`src/rtl/rs10_pkg.sv`:
```
package rs10_pkg;
    localparam int SYM_W  = 10;
    localparam int BYTE_W = 8;
    localparam int NPAR   = 8;
    localparam int ECC_W  = SYM_W * NPAR;
    localparam int CNT_W  = $clog2(NPAR);
    localparam logic [SYM_W:0] FIELD_POLY = 11'h409;

    typedef logic [SYM_W-1:0] sym_t;

    typedef enum logic [1:0] {PH_IDLE, PH_TAKE, PH_FLUSH} phase_e;

    typedef struct packed {
        logic clr;
        logic step;
        sym_t din;
    } lfsr_cmd_t;

    // multiply by alpha (= x) with reduction
    function automatic sym_t gf_times_x(sym_t a);
        sym_t s;
        s = {a[SYM_W-2:0], 1'b0};
        if (a[SYM_W-1]) s = s ^ FIELD_POLY[SYM_W-1:0];
        return s;
    endfunction

    function automatic sym_t gf_mul(sym_t a, sym_t b);
        sym_t acc;
        acc = '0;
        for (int i = SYM_W-1; i >= 0; i--) begin
            acc = gf_times_x(acc);
            if (b[i]) acc = acc ^ a;
        end
        return acc;
    endfunction

    // alpha^k via square-and-multiply
    function automatic sym_t gf_alpha_pow(int unsigned k);
        sym_t res;
        sym_t base;
        res  = sym_t'(1);
        base = sym_t'(2);
        for (int i = 0; i < SYM_W; i++) begin
            if (k[i]) res = gf_mul(res, base);
            base = gf_mul(base, base);
        end
        return res;
    endfunction

    // log of generator coefficient for X^j (monic, roots alpha^1..alpha^8)
    function automatic int unsigned gen_log(int j);
        case (j)
            0:       return 32'h024;
            1:       return 32'h237;
            2:       return 32'h193;
            3:       return 32'h197;
            4:       return 32'h25F;
            5:       return 32'h18E;
            6:       return 32'h181;
            default: return 32'h21C;
        endcase
    endfunction
endpackage

```
`src/rtl/rs10_gf_cmul.sv`:
```
module rs10_gf_cmul
    import rs10_pkg::*;
#(
    parameter int unsigned EXP = 0
) (
    input  sym_t a,
    output sym_t p
);
    localparam sym_t COEF = gf_alpha_pow(EXP);

    always_comb begin
        p = gf_mul(a, COEF);
    end

    // multiplying by a nonzero constant maps zero to zero and only zero
    always_comb begin
        zero_map_chk: assert ((a == '0) == (p == '0));
    end
endmodule

```
`src/rtl/rs10_lfsr.sv`:
```
module rs10_lfsr
    import rs10_pkg::*;
(
    input  logic                        clk,
    input  logic                        rst,
    input  lfsr_cmd_t                   cmd,
    output logic [NPAR-1:0][SYM_W-1:0]  par
);
    logic [NPAR-1:0][SYM_W-1:0] r;
    logic [NPAR-1:0][SYM_W-1:0] base;
    logic [NPAR-1:0][SYM_W-1:0] nxt;
    logic [NPAR-1:0][SYM_W-1:0] prod;
    sym_t                       fb;

    always_comb begin
        base = cmd.clr ? '0 : r;
        fb   = base[NPAR-1];
    end

    for (genvar j = 0; j < NPAR; j++) begin : g_tap
        rs10_gf_cmul #(.EXP(gen_log(j))) u_mul (
            .a (fb),
            .p (prod[j])
        );
        if (j == 0) begin : g_in
            always_comb nxt[j] = cmd.din ^ prod[j];
        end else begin : g_mid
            always_comb nxt[j] = base[j-1] ^ prod[j];
        end
    end

    always_ff @(posedge clk) begin
        if (rst)           r <= '0;
        else if (cmd.step) r <= nxt;
        else if (cmd.clr)  r <= '0;
    end

    assign par = r;


    // idle_hold_chk: no step and no clear leaves the register unchanged
    idle_hold_chk: assert property (@(posedge clk) disable iff (rst)
        (!cmd.step && !cmd.clr) |=> $stable(r));


    // clear_zero_chk: a clear with no byte empties every stage
    clear_zero_chk: assert property (@(posedge clk) disable iff (rst)
        (cmd.clr && !cmd.step) |=> (r == '0));
endmodule

```
`src/rtl/rs10_ctrl.sv`:
```
module rs10_ctrl
    import rs10_pkg::*;
(
    input  logic              clk,
    input  logic              rst,
    input  logic              start,
    input  logic              valid,
    input  logic              last,
    input  logic [BYTE_W-1:0] data,
    output lfsr_cmd_t         cmd,
    output logic              done
);
    phase_e           phase;
    logic [CNT_W-1:0] cnt;
    logic             flushing;

    always_comb begin
        flushing = !start && (phase == PH_FLUSH);
        cmd.clr  = start;
        if (start)                  cmd.step = valid;
        else if (phase == PH_TAKE)  cmd.step = valid;
        else                        cmd.step = (phase == PH_FLUSH);
        cmd.din  = flushing ? '0 : sym_t'(data);
    end

    always_ff @(posedge clk) begin
        if (rst) begin
            phase <= PH_IDLE;
            cnt   <= '0;
            done  <= 1'b0;
        end else begin
            done <= 1'b0;
            if (start) begin
                phase <= (valid && last) ? PH_FLUSH : PH_TAKE;
                cnt   <= '0;
            end else begin
                case (phase)
                    PH_TAKE: begin
                        if (valid && last) begin
                            phase <= PH_FLUSH;
                            cnt   <= '0;
                        end
                    end
                    PH_FLUSH: begin
                        cnt <= cnt + 1'b1;
                        if (cnt == CNT_W'(NPAR-1)) begin
                            phase <= PH_IDLE;
                            done  <= 1'b1;
                        end
                    end
                    default: ;
                endcase
            end
        end
    end


    // done_pulse_chk: done never lasts two cycles
    done_pulse_chk: assert property (@(posedge clk) disable iff (rst)
        done |=> !done);


    // done_after_flush_chk: done only follows the flush phase
    done_after_flush_chk: assert property (@(posedge clk) disable iff (rst)
        $rose(done) |-> $past(phase == PH_FLUSH));


    // flush_steps_chk: every flush cycle without start steps the register with a zero symbol
    flush_steps_chk: assert property (@(posedge clk) disable iff (rst)
        flushing |-> (cmd.step && cmd.din == '0));
endmodule

```
`src/rtl/rs10_ecc_enc.sv`:
```
module rs10_ecc_enc
    import rs10_pkg::*;
(
    input  logic              clk,
    input  logic              rst,
    input  logic              start,
    input  logic              valid,
    input  logic              last,
    input  logic [BYTE_W-1:0] data,
    output logic [ECC_W-1:0]  ecc,
    output logic              done
);
    lfsr_cmd_t                  cmd;
    logic [NPAR-1:0][SYM_W-1:0] par;

    rs10_ctrl u_ctrl (
        .clk   (clk),
        .rst   (rst),
        .start (start),
        .valid (valid),
        .last  (last),
        .data  (data),
        .cmd   (cmd),
        .done  (done)
    );

    rs10_lfsr u_lfsr (
        .clk (clk),
        .rst (rst),
        .cmd (cmd),
        .par (par)
    );

    // packed array places p0 in the lowest ten bits
    assign ecc = par;


    // ecc_hold_chk: after done the parity stays put until a start
    ecc_hold_chk: assert property (@(posedge clk) disable iff (rst)
        (done && !start) |=> $stable(ecc));
endmodule

```
`config.mk`:
```
export PLATFORM = sky130hd
export DESIGN_NAME = rs10_ecc_enc
export DESIGN_NICKNAME = d
export VERILOG_FILES = /design/src/rtl/rs10_pkg.sv /design/src/rtl/rs10_gf_cmul.sv /design/src/rtl/rs10_lfsr.sv /design/src/rtl/rs10_ctrl.sv /design/src/rtl/rs10_ecc_enc.sv
export SDC_FILE = /design/constraint.sdc
export NUM_CORES = 1
export LEC_CHECK = 0
export BUFFER_PORTS_ARGS = -buffer_cell sky130_fd_sc_hd__buf_2
export CORE_AREA = 5 5 106 158
export CTS_CLUSTER_DIAMETER = 80
export DETAILED_ROUTE_END_ITERATION = 6
export DIE_AREA = 0 0 111 163
export GPL_TIMING_DRIVEN = 0
export HOLD_SLACK_MARGIN = 0.15
export RECOVER_POWER = 100
export SLEW_MARGIN = 20
export SYNTH_ARGS = -nofsm -noshare
export SYNTH_HDL_FRONTEND = slang
export SYNTH_SLANG_ARGS = --single-unit
```
`constraint.sdc`:
```
create_clock -name clk -period 1.8 [get_ports clk]
set_input_delay 0.09 -clock clk [delete_from_list [all_inputs] [get_ports clk]]
set_output_delay 0.09 -clock clk [all_outputs]
set_load 0.01 [all_outputs]
```
==> results.sh <==
export IMPL_synth_top_cell_area_share=0.332
export IMPL_final_util=0.506
export IMPL_yosysUniqueCellTypes=37
export IMPL_die_area_sq_um=18100
export IMPL_overflow=0
export IMPL_post_drt_wl_per_cell_microns=19.8
export IMPL_synth_area_leaders="dfxtp_1, xnor2_1, a21oi_1"
export IMPL_synth_seq_area_share=0.332
export IMPL_setup_viol=12
export IMPL_first_global_vias=4685
export IMPL_io_buffers=93
export IMPL_worstSetupPathType="reg2reg"
export IMPL_routed_wl_mm=19.4
export IMPL_cp_max_fo=5
export IMPL_yosysWarnings=0
export IMPL_ios=94
export IMPL_grt_start_max_net_pins=15
export IMPL_synthArstFlopShare=0
export IMPL_p_per_area_nw_per_um2=1140
export IMPL_drive_gt1_frac=0.369
export IMPL_crit_arrival_ns=2.14
export IMPL_die_h_microns=163
export IMPL_timing_reg2reg_setup_slack_ns=-0.09
export IMPL_cp_required_ns=2.05
export IMPL_hp_start="data[3]"
export IMPL_status="complete, but fails checks"
export IMPL_violations="setup timing"
export IMPL_synth_area_sq_um=5190
export IMPL_n_antenna_cell=0
export IMPL_multi_input_area_sq_um=3830
export IMPL_critPathLaunchType="flip-flop"
export IMPL_clock_skew_final_ns=0.0122
export IMPL_cts_max_level=3
export IMPL_min_period_over_period=1.05
export IMPL_hold_depth=4
export IMPL_vias=4924
export IMPL_final_cell_area_sq_um=7770
export IMPL_grtUsageTotal=0.197
export IMPL_fill_cells=1351
export IMPL_num_rows=56
export IMPL_vdd_drop_max_v=0.000498
export IMPL_start_util=0.338
export IMPL_core_sq_um=15300
export IMPL_fmax_ghz=0.530
export IMPL_root_buffer="clkbuf_16"
export IMPL_clk_latency_ns=0.35
export IMPL_viasPerCell=5.01
export IMPL_ys_ff_latch=86
export IMPL_synth_nets=604
export IMPL_rsz0062_at_grt="yes"
export IMPL_antenna_found_initial=0
export IMPL_grt_pass1_wl_mm=27.4
export IMPL_slew_viol_final=0
export IMPL_maxCapViolations=0
export IMPL_cts_buffers=9
export IMPL_seqCellArea_sq_um=1740
export IMPL_final_antenna_net_count=0
export IMPL_synth_cells=589
export IMPL_synth_edf_count=0
export IMPL_syn_area_per_cell_sq_um=8.81
export IMPL_clock_sinks=86
export IMPL_drtIter0Drc=279
export IMPL_area_delta_synth_final_pct=49.7
export IMPL_fin_ws_ns=-0.0885
export IMPL_yosys_area_top_type="dfxtp_1"
export IMPL_hold_path_endpoint="u_lfsr.par[3]$_SDFF_PP0_"
export IMPL_total_leakage_power_uw=0.00310
export IMPL_cts_max_path_buffers=2
export IMPL_drc=0
export IMPL_reg2reg_from="u_lfsr.par[79]$_SDFF_PP0_"
export IMPL_cts_tree="yes"
export IMPL_max_slew_margin_rel=0.593
export IMPL_worstMarginPinSlew_ns=0.610
export IMPL_timing_rr_end="u_lfsr.par[74]$_SDFF_PP0_"
export IMPL_synthFlopType="dfxtp_1"
export IMPL_place_gp_congestion=0.861
export IMPL_critPathCaptureType="flip-flop"
export IMPL_first_pass_iters=4
export IMPL_place_area_sq_um=5970
export IMPL_reg2regPathDepth=8
export IMPL_dp_hpwl_mm=13.0
export IMPL_worstHoldPathType="in2reg"
export IMPL_die_w_microns=111
export IMPL_hold_viol=0
export IMPL_clk_pin_slew_worst_paths_ns=0.07
export IMPL_layout_nets=791
export IMPL_fin_crit_ns=1.89
-- cells in the final DEF, fill, tap and decap left out, types with 11 or more instances in the layout --
cell        n
xnor2_1   107
buf_2      97
nand2_1    78
dfxtp_1    75
buf_4      62
a21oi_1    60
nor2_1     44
a211oi_1   32
xnor2_4    25
xor2_1     25
xnor2_2    21
buf_12     16
clkbuf_1   14
buf_6      11
o21ai_0    11
-- metrics by stage --
step,power [uW],setup TNS (ns),worst slack (ns),std cells,hold WS (ns)
global route,9170,-1.97,-0.139,983,0.173
finish,8870,-0.321,-0.0885,983,0.129
CTS,8260,-0.0461,-0.0461,950,0.158
global placement,5430,-47.17,-0.773,885,0.305
detailed placement,5430,-47.77,-0.783,885,0.305
floorplan,4660,-0.0473,-0.0198,589,0.199
-- how the worst max path moves through the flow --
stage / depth (start not counted) / end / slack, ns / startpoint
3_5_place_dp: 6 / u_lfsr.par[73]$_SDFF_PP0_ / -0.78 / u_ctrl.phase[1]$_SDFFE_PP0P_
2_1_floorplan: 6 / u_lfsr.par[74]$_SDFF_PP0_ / -0.02 / u_lfsr.par[71]$_SDFF_PP0_
5_1_grt: 8 / u_lfsr.par[74]$_SDFF_PP0_ / -0.14 / u_lfsr.par[79]$_SDFF_PP0_
4_1_cts: 7 / u_lfsr.par[74]$_SDFF_PP0_ / -0.05 / u_lfsr.par[77]$_SDFF_PP0_
6_report: 8 / u_lfsr.par[74]$_SDFF_PP0_ / -0.09 / u_lfsr.par[79]$_SDFF_PP0_
3_3_place_gp: 6 / u_lfsr.par[73]$_SDFF_PP0_ / -0.77 / u_ctrl.phase[1]$_SDFFE_PP0P_
-- repair_timing --
item | CTS | global route
gates resized for setup | 89 | 49
pin swaps | 29 | 39
buffers inserted | 43 | 33
setup endpoints to repair | 82 | 63
endpoints found under the hold margin | 11 | 0
hold buffers | 9 | 0
cloned | 0 | 1
-- report_power, final --
| part | leakage, uW | switching (uW) | total, uW | internal [uW] |
|---|---|---|---|---|
| sequential | 0.000704 | 158 | 2190 | 2030 |
| clock | 0.000155 | 836 | 2090 | 1250 |
| combinational | 0.00224 | 2260 | 4590 | 2330 |
| total | 0.00310 | 3250 | 8870 | 5620 |
-- area by class of cell --
cell class / instances / area share
inverters: 1 / 0.000483
clock buffers: 10 / 0.0308
flip-flops and latches: 86 / 0.224
well taps: 203 / 0.0327
clock inverters: 5 / 0.0105
multi-input cells: 459 / 0.494
repair buffers: 179 / 0.164
plain buffers: 40 / 0.0441
-- cells in the mapped netlist, types with 2 or more instances --
master	instances
a211oi_1	36
a21o_1	2
a21oi_1	63
buf_1	8
buf_2	2
buf_4	7
clkbuf_1	25
dfxtp_1	86
ha_1	2
nand2_1	78
nand3_1	6
nor2_1	44
nor2b_1	7
nor3_1	2
o21ai_0	14
o21ai_1	2
o221ai_1	2
xnor2_1	132
xnor2_2	17
xnor2_4	4
xnor3_1	2
xor2_1	30
xor2_2	4
-- critical path, cell delays in order (launching register included) --
cell	delay, ns
dfxtp_4	0.36
buf_12	0.15
xnor2_4	0.24
buf_6	0.16
xnor2_2	0.07
xnor2_1	0.27
xnor2_1	0.18
xnor2_1	0.12
a211oi_1	0.22
-- sequential cells by signal, summed over array words and instances (netlist names) --
| signal | flops |
|---|---|
| u_ctrl.done | 1 |
| u_ctrl.phase | 2 |
| u_lfsr.par | 80 |
| u_ctrl.cnt | 3 |
-- cell families after synthesis --
logic type	count (synthesis)	share of synthesized area
flip-flops	86	0.332
AO/OA/AOI/OAI	125	0.144
XOR/XNOR	189	0.369
buffers and inverters	44	0.0388
adder cells (fa/ha/maj)	2	0.00482
AND/OR/NAND/NOR	143	0.112
-- layer usage --
layer / up-vias / wire (microns) / GRT usage
met4: 0 / 1150 / 0.103
met1: 2355 / 7170 / 0.212
met2: 185 / 10200 / 0.369
met5: - / 0 / 0
met3: 61 / 965 / 0.0320
li1: 2323 / - / -
Note: power is estimated with default switching activity, not from simulation.
